File: src/rtl/wdog_pkg.sv
package wdog_pkg;

    localparam int CFG_W    = 16;
    localparam int KEY_W    = 8;
    localparam int SEL_W    = 2;
    localparam int NSEL     = 1 << SEL_W;
    localparam logic [KEY_W-1:0] KEY_VAL = 8'h5A;

    localparam int BIT_CLR  = 2;
    localparam int BIT_MODE = 3;
    localparam int BIT_HOLD = 4;

    typedef enum logic {
        MODE_WATCHDOG = 1'b0,
        MODE_INTERVAL = 1'b1
    } tmode_e;

    typedef struct packed {
        logic             hold;
        tmode_e           mode;
        logic [SEL_W-1:0] sel;
    } tctrl_t;

    typedef struct packed {
        logic   valid;
        logic   key_ok;
        logic   clr;
        tctrl_t ctrl;
    } twrite_t;

    localparam tctrl_t CTRL_RESET = '{hold: 1'b0, mode: MODE_WATCHDOG, sel: '0};

    function automatic twrite_t decode_write(input logic en, input logic [CFG_W-1:0] d);
        twrite_t w;
        w.valid     = en;
        w.key_ok    = (d[CFG_W-1 -: KEY_W] == KEY_VAL);
        w.clr       = d[BIT_CLR];
        w.ctrl.sel  = d[SEL_W-1:0];
        w.ctrl.mode = tmode_e'(d[BIT_MODE]);
        w.ctrl.hold = d[BIT_HOLD];
        return w;
    endfunction

    function automatic int max4(input int a, input int b, input int c, input int e);
        int m;
        m = a;
        if (b > m) m = b;
        if (c > m) m = c;
        if (e > m) m = e;
        return m;
    endfunction

endpackage

File: src/rtl/wdog_ctrl.sv
module wdog_ctrl
    import wdog_pkg::*;
(
    input  logic             clk,
    input  logic             ctl_rst,
    input  logic             cfg_we,
    input  logic [CFG_W-1:0] cfg_wdata,
    output tctrl_t           ctrl,
    output logic             clr_now,
    output logic             key_fault
);

    twrite_t wr;
    tctrl_t  ctrl_q;

    always_comb wr = decode_write(cfg_we, cfg_wdata);

    always_ff @(posedge clk) begin
        if (ctl_rst)
            ctrl_q <= CTRL_RESET;
        else if (wr.valid && wr.key_ok)
            ctrl_q <= wr.ctrl;
    end

    assign ctrl      = ctrl_q;
    assign clr_now   = wr.valid && wr.key_ok && wr.clr;
    assign key_fault = wr.valid && !wr.key_ok;

endmodule

File: src/rtl/wdog_counter.sv
module wdog_counter
    import wdog_pkg::*;
#(
    parameter int S0    = 15,
    parameter int S1    = 13,
    parameter int S2    = 9,
    parameter int S3    = 6,
    parameter int CNT_W = 15
) (
    input  logic             clk,
    input  logic             cnt_rst,
    input  logic             hold,
    input  logic [SEL_W-1:0] sel,
    input  logic             clr_now,
    output logic [CNT_W-1:0] cnt,
    output logic             expire
);

    localparam int SH_TAB [NSEL] = '{S0, S1, S2, S3};

    logic [CNT_W-1:0] lim_tab [NSEL];
    logic [CNT_W-1:0] cnt_q;
    logic [CNT_W-1:0] lim;

    for (genvar g = 0; g < NSEL; g++) begin : g_lim
        localparam int SH = SH_TAB[g];
        assign lim_tab[g] = CNT_W'((64'd1 << SH) - 64'd1);
    end

    assign lim    = lim_tab[sel];
    assign expire = !hold && (cnt_q >= lim);

    always_ff @(posedge clk) begin
        if (cnt_rst)
            cnt_q <= '0;
        else if (clr_now)
            cnt_q <= '0;
        else if (expire)
            cnt_q <= '0;
        else if (!hold)
            cnt_q <= cnt_q + CNT_W'(1);
    end

    assign cnt = cnt_q;

endmodule

File: src/rtl/wdog_flag.sv
module wdog_flag
    import wdog_pkg::*;
(
    input  logic   clk,
    input  logic   flag_clr,
    input  logic   sys_rst,
    input  logic   expire,
    input  logic   key_fault,
    input  tmode_e mode,
    input  logic   int_en,
    input  logic   int_ack,
    output logic   flag,
    output logic   int_req,
    output logic   reset_req
);

    logic flag_q;
    logic req_q;
    logic is_itv;

    assign is_itv = (mode == MODE_INTERVAL);

    always_ff @(posedge clk) begin
        if (flag_clr)
            flag_q <= 1'b0;
        else if (sys_rst)
            flag_q <= flag_q;
        else if (expire || key_fault)
            flag_q <= 1'b1;
        else if (int_ack && is_itv)
            flag_q <= 1'b0;
    end

    always_ff @(posedge clk) begin
        if (flag_clr || sys_rst)
            req_q <= 1'b0;
        else
            req_q <= (expire && !is_itv) || key_fault;
    end

    assign flag      = flag_q;
    assign reset_req = req_q;
    assign int_req   = flag_q && int_en && is_itv;

endmodule

File: src/rtl/wdog_itimer.sv
module wdog_itimer
    import wdog_pkg::*;
#(
    parameter int SHIFT_LONG  = 15,
    parameter int SHIFT_MID   = 13,
    parameter int SHIFT_SHORT = 9,
    parameter int SHIFT_TINY  = 6
) (
    input  logic             clk,
    input  logic             rst,
    input  logic             pin_rst_evt,
    input  logic             sys_rst,
    input  logic             cfg_we,
    input  logic [CFG_W-1:0] cfg_wdata,
    input  logic             int_en,
    input  logic             int_ack,
    output logic             wdt_flag,
    output logic             int_req,
    output logic             reset_req
);

    localparam int CNT_W = max4(SHIFT_LONG, SHIFT_MID, SHIFT_SHORT, SHIFT_TINY);

    tctrl_t           ctrl_w;
    logic             clr_w;
    logic             fault_w;
    logic [CNT_W-1:0] cnt_w;
    logic             expire_w;
    logic             hard_rst;
    logic             any_rst;

    assign hard_rst = rst || pin_rst_evt;
    assign any_rst  = hard_rst || sys_rst;

    wdog_ctrl u_ctrl (
        .clk       (clk),
        .ctl_rst   (any_rst),
        .cfg_we    (cfg_we),
        .cfg_wdata (cfg_wdata),
        .ctrl      (ctrl_w),
        .clr_now   (clr_w),
        .key_fault (fault_w)
    );

    wdog_counter #(
        .S0    (SHIFT_LONG),
        .S1    (SHIFT_MID),
        .S2    (SHIFT_SHORT),
        .S3    (SHIFT_TINY),
        .CNT_W (CNT_W)
    ) u_cnt (
        .clk     (clk),
        .cnt_rst (any_rst),
        .hold    (ctrl_w.hold),
        .sel     (ctrl_w.sel),
        .clr_now (clr_w),
        .cnt     (cnt_w),
        .expire  (expire_w)
    );

    wdog_flag u_flag (
        .clk       (clk),
        .flag_clr  (hard_rst),
        .sys_rst   (sys_rst),
        .expire    (expire_w),
        .key_fault (fault_w),
        .mode      (ctrl_w.mode),
        .int_en    (int_en),
        .int_ack   (int_ack),
        .flag      (wdt_flag),
        .int_req   (int_req),
        .reset_req (reset_req)
    );

endmodule

File: config.mk
export PLATFORM = sky130hd
export DESIGN_NAME = wdog_itimer
export DESIGN_NICKNAME = d
export VERILOG_FILES = /design/src/rtl/wdog_pkg.sv /design/src/rtl/wdog_ctrl.sv /design/src/rtl/wdog_counter.sv /design/src/rtl/wdog_flag.sv /design/src/rtl/wdog_itimer.sv
export SDC_FILE = /design/constraint.sdc
export NUM_CORES = 1
export LEC_CHECK = 0
export BUFFER_PORTS_ARGS = -buffer_cell sky130_fd_sc_hd__buf_2
export CORE_MARGIN = 2
export CORE_UTILIZATION = 30
export CTS_BUF_LIST = sky130_fd_sc_hd__clkbuf_2 sky130_fd_sc_hd__clkbuf_4 sky130_fd_sc_hd__clkbuf_8
export CTS_CLUSTER_DIAMETER = 100
export DETAILED_ROUTE_END_ITERATION = 10
export GPL_TIMING_DRIVEN = 0
export SLEW_MARGIN = 40
export SYNTH_ARGS = -nofsm -noshare
export SYNTH_HDL_FRONTEND = slang
export SYNTH_HIERARCHICAL = 1
export SYNTH_SLANG_ARGS = --single-unit
File: constraint.sdc
create_clock -name clk -period 4 [get_ports clk]
set_input_delay 0.4 -clock clk [delete_from_list [all_inputs] [get_ports clk]]
set_output_delay 0.4 -clock clk [all_outputs]
set_load 0.03 [all_outputs]
# Yosys cells after proc, flatten, opt, wreduce, memory -nomap -nowiden
# Cells that the tools add are included.
# W data, S select, Z words.
[totals] input_bits=23 elab_cells=35 reg_bits=21 out_inout_bits=3
[classes] n_lt_le_gt_ge=2 n_eq_ne=1 reduce_logical=18 muxes=5 bitwise_logic=2 n_addsub=1
[ops] op="$bmux W15 S2" n=1
[ops] op="$mux W15" n=2
[ops] op="$add A15 B1 Y15 const B" n=1
[ops] op="$ge A15 B15 Y1" n=1
[ops] op="$eq A8 B7 Y1 const B" n=1
[ops] op="$logic_and A1 B1 Y1" n=8
[ops] op="$logic_or A1 B1 Y1" n=4
[ops] op="$ge A3 B3 Y1 const B" n=1
[ops] op="$logic_not A1 Y1" n=3
[ops] op="$not A2 Y3" n=1
[ops] op="$reduce_or A3 Y1" n=1
[ops] op="$mux W1" n=2
[ops] op="$reduce_and A2 Y1" n=1
[ops] op="$reduce_bool A2 Y1" n=1
[ops] op="$not A1 Y1" n=1

# Logic depth before layout (Yosys ltp)
[depth] ltp_word=9 ltp_mapped=9 ltp_nobuf=8

# By module
# Netlist, hierarchy kept.
[by_module_without_submodules] mod="wdog_counter" area_each_um2=949.7 cells_each=111 n_inst=1 seq_area_each_um2=300.3
[by_module_without_submodules] mod="wdog_ctrl" area_each_um2=227.7 cells_each=22 n_inst=1 seq_area_each_um2=80.1
[by_module_without_submodules] mod="wdog_flag" area_each_um2=92.6 cells_each=10 n_inst=1 seq_area_each_um2=40.0
[by_module_without_submodules] mod="wdog_itimer" area_each_um2=12.5 cells_each=2 n_inst=1 seq_area_each_um2=0.0

# Worst setup path after synthesis
# OpenSTA, ideal clock, no wires.
[synth_path] kind="reg-to-reg" startpoint="register u_ctrl.ctrl_q, in the netlist u_ctrl/ctrl[1]" endpoint="register u_flag.flag_q, in the netlist u_flag/flag" path_stages_with_launch=10 setup_slack_ns=1.854 arrival_ns=2.054 t_required_ns=3.908 setup_ns=0.092 synth_period_minus_slack_ns=2.146 n_path_buf=1 path_cell_list="dfxtp_1 > or2_2 > ha_1 > nand4_1 > nor3_1 > o221ai_2 > a21oi_2 > buf_6 > nor2_1 > o32ai_1"
[synth_via] elab_chain_len=9 word_cells_on_any_way=10 classes_between="order compare: 1; mux: 4; bitwise: 1; reduce/logical: 4"
[synth_lines] element="start, declared" line_no="wdog_ctrl.sv:14" text="tctrl_t ctrl_q;"
[synth_lines] element="start signal, assigned" line_no="wdog_ctrl.sv:22" text="ctrl_q <= wr.ctrl;"
[synth_lines] element="$not A2 Y3 (implied by the code) *" line_no="wdog_counter.sv:30" text="assign lim = lim_tab[sel];"
[synth_lines] element="$bmux W15 S2 *" line_no="wdog_counter.sv:30"
[synth_lines] element="$mux W15 (implied by the code) * (2 in series)" line_no="wdog_counter.sv:30"
[synth_lines] element="$ge A15 B15 Y1 *" line_no="wdog_counter.sv:31" text="assign expire = !hold && (cnt_q >= lim);"
[synth_lines] element="$logic_and A1 B1 Y1 *" line_no="wdog_counter.sv:31"
[synth_lines] element="net expire_w" line_no="wdog_itimer.sv:28" text="logic expire_w;"
[synth_lines] element="$logic_or A1 B1 Y1 *" line_no="wdog_flag.sv:28" text="else if (expire || key_fault)"
[synth_lines] element="$reduce_bool A2 Y1 (no source line)"
[synth_lines] element="$reduce_and A2 Y1 (no source line)"
[synth_lines] element="end signal, assigned" line_no="wdog_flag.sv:27" text="flag_q <= flag_q;"
[synth_lines] element="end, declared" line_no="wdog_flag.sv:17" text="logic flag_q;"
# Mark *: on every way through the listed nets, which the timed path passes. The rest lies on a longest branch. The select of a mux whose other input is x is not followed.
# A chain may end at the register's enable or synchronous reset.

# Worst setup path after layout
# Ends and elaborated chain as after synthesis.

==> results.md <==
- Run status: complete, no violations
- Switching power: 0.0777 mW
- Post-DP Area: 0.00146 sq mm
- Nets: 203
- Post-route ant nets: 0
- Largest net degree at the start of global routing: 12
- CP max stage delay: 0.43 ns
- CTS clk-pin slew, worst paths: 0.08 ns
- DIE AREA: 0.00481 sq mm
- Net Count, Synth: 176
- # IOs: 26
- Layout Cells excl Fill: 221
- Synthesis Warnings: 6
- Setup TNS: 0 ns
- WP data required: 4.17 ns
- Crit path max-delay family: simple AND/OR/NAND/NOR gates
- CTS sink count: 21
- Cell variety after synth: 38
- Layout Skew: 0.00219 ns
- Routed wire length: 2.54 mm
- Final Hold Vio Count: 0
- Initial DRC Count: 41
- Synth Register Bits: 21
- Avg Inst Size Synth: 8.84 sq um
- Vias in the first global route: 938
- Worst Setup End Kind: flip-flop
- Worst hold path type: input port to flip-flop
- Clock power share: 38.6%
- Lkg Pwr: 0.581 nW
- RePlAce Congestion: 0.771
- First-pass GRT wire length: 4.42 mm
- Root buf cell: clkbuf_8
- PD cells: 251 mW/mm^2
- Setup bufs post-CTS: 0
- Number of core rows: 23
- Initial antenna violation count: 0
- Remaining DRCs: 0
- Max_cap viols: 0
- Min Tclk post-route: 2.46 ns
- DR vias: 1072
- Area grow syn2layout: 17.3%
- Most common cell after layout, fill and taps aside: buf_2
- Critical path arrival: 2.63 ns
- Final setup violation count: 0
- Fin area: 0.00150 sq mm
- Fin. max-slew vios: 0
- TritonCTS clock tree: done
- Core Region: 0.00406 sq mm
- Crit path max fanout: 11
- Async SR Flop Fraction: 0%
- Logic pwr share: 5.5%
- Mapped Area: 0.00128 sq mm
- Crit-path cells: or2_2 -> ha_1 -> nand4_1 -> nor3_1 -> o221ai_2 -> a21oi_2 -> buf_6 -> nor2_1 -> o32ai_1
- Post-synth EDFFs: 0
- RSZ-0062 raised after global routing: false
- CTS max path bufs: 2
- Post-layout util: 37.1%
- Power Internal: 0.299 mW
- First drt pass iteration count: 4
- Ratio of cells with drive above 1 in the final layout: 22.2%
- Die height: 69.4 microns
- Post-CTS resize count: 0
- Flop pwr share: 56.0%
- Most frequent cells in the layout: buf_2, dfxtp_1, nor3_1, a21oi_1
- Grt ovf: 0
- Diode count: 0
- Slew headroom: 72.4%
- Post-Synthesis Cells: 145
- HPWL Detailed: 1.95 mm
- Slowest CP cell: dfxtp_1
- H-tree depth: 1
- Clk_lat worst skew: 0.26 ns
- Total CTS buffers: 3
- Worst slew pin tran: 0.414 ns
- Initial Util: 31.6%
- VDD IR max: 106 uV
- Setup crit start kind: flip-flop
- Post-CTS Hold Buffers: 0
- Crit share post-route: 61.5%
- Die X: 69.4 microns
- All-Layer GR Usage: 11.1%
- Register area share after synthesis: 32.8%
- Worst setup path category: flip-flop to flip-flop
- WP buf/inv: 1
- Sw Share: 20.6%
- Wire per inst: 11.5 microns
- DP Cell Count: 217
- F_max: 407 MHz
- PortBufs: 22
- Synth Flop Type: dfxtp_1
- Vias/cell: 4.85
[power by group through the flow]
stage	clock network [mW]	logic (mW)	registers [mW]
after floorplan	0	0.00813	0.217
after global placement	0	0.0205	0.216
after detailed placement	0	0.0209	0.216
after CTS	0.152	0.0209	0.211
after global routing	0.161	0.0237	0.211
final	0.145	0.0207	0.211
[metrics by stage]
stage	power, mW	setup slack [ns]	hold WS, ns
floorplan	0.225	1.85	0.461
global placement	0.236	1.51	0.479
detailed placement	0.237	1.53	0.488
CTS	0.384	1.52	0.368
global route	0.396	1.33	0.395
finish	0.377	1.54	0.378
[cell families after synthesis]
| logic type | after synthesis | synth area share [%] |
|---|---|---|
| buf+inv | 8 | 4.49 |
| compound gates | 20 | 9.95 |
| flops | 21 | 32.8 |
| simple gates | 72 | 33.7 |
| xor+xnor | 12 | 8.20 |
| fa+ha+maj | 8 | 7.81 |
| mux | 4 | 3.12 |
[worst paths after layout]
check                 start        endpoint  slack, ns  depth (start not counted)
max reg2reg  u_ctrl/ctrl[1]     u_flag/flag       1.54                          9
min reg2reg  u_ctrl/ctrl[3]  u_ctrl/ctrl[3]       0.50                          2
min                 sys_rst     u_flag/flag       0.38                          2
max          u_ctrl/ctrl[1]     u_flag/flag       1.54                          9
[layout make-up]
class,count,area [sq um]
buffer,6,50.0
clock buffer,4,48.8
fill,425,2550
inverter,2,7.51
multi-input combinational,116,805
sequential,21,420
tap,50,62.6
timing repair buffer,22,110
[flip-flops by register name, summed over array words and instances (netlist names)]
register	flops
u_flag/reset_req	1
u_ctrl/ctrl	4
u_cnt/cnt	15
u_flag/flag	1
[per-layer routing]
layer	vias to the layer above	wire length, microns	global-route usage, %
li1	572	-	-
met1	468	1330	16.4
met2	32	1060	16.1
met3	0	156	2.18
met4	0	0	3.27
met5	-	0	0
[cell usage after synthesis, types with 2 or more instances]
cell type / number / area share (%)
and2_2: 3 / 1.8
nand2b_1: 8 / 3.9
clkbuf_1: 2 / 0.59
and4bb_1: 2 / 2.0
nor2b_1: 2 / 0.98
dfxtp_1: 21 / 33
and3_1: 3 / 1.5
o211ai_1: 2 / 1.2
nand4_1: 5 / 2.4
or2_2: 2 / 0.98
o21ai_0: 2 / 0.78
nand3_1: 5 / 2.0
nor3b_1: 2 / 1.2
nor2_1: 8 / 2.3
nand2_1: 9 / 2.6
buf_6: 3 / 2.6
inv_1: 2 / 0.59
xor2_1: 3 / 2.0
xnor2_1: 9 / 6.1
ha_1: 8 / 7.8
mux2i_1: 4 / 3.1
nor3_1: 13 / 5.1
a21oi_1: 11 / 4.3
and3b_1: 2 / 1.4
Note: power is estimated with default switching activity, not from simulation.
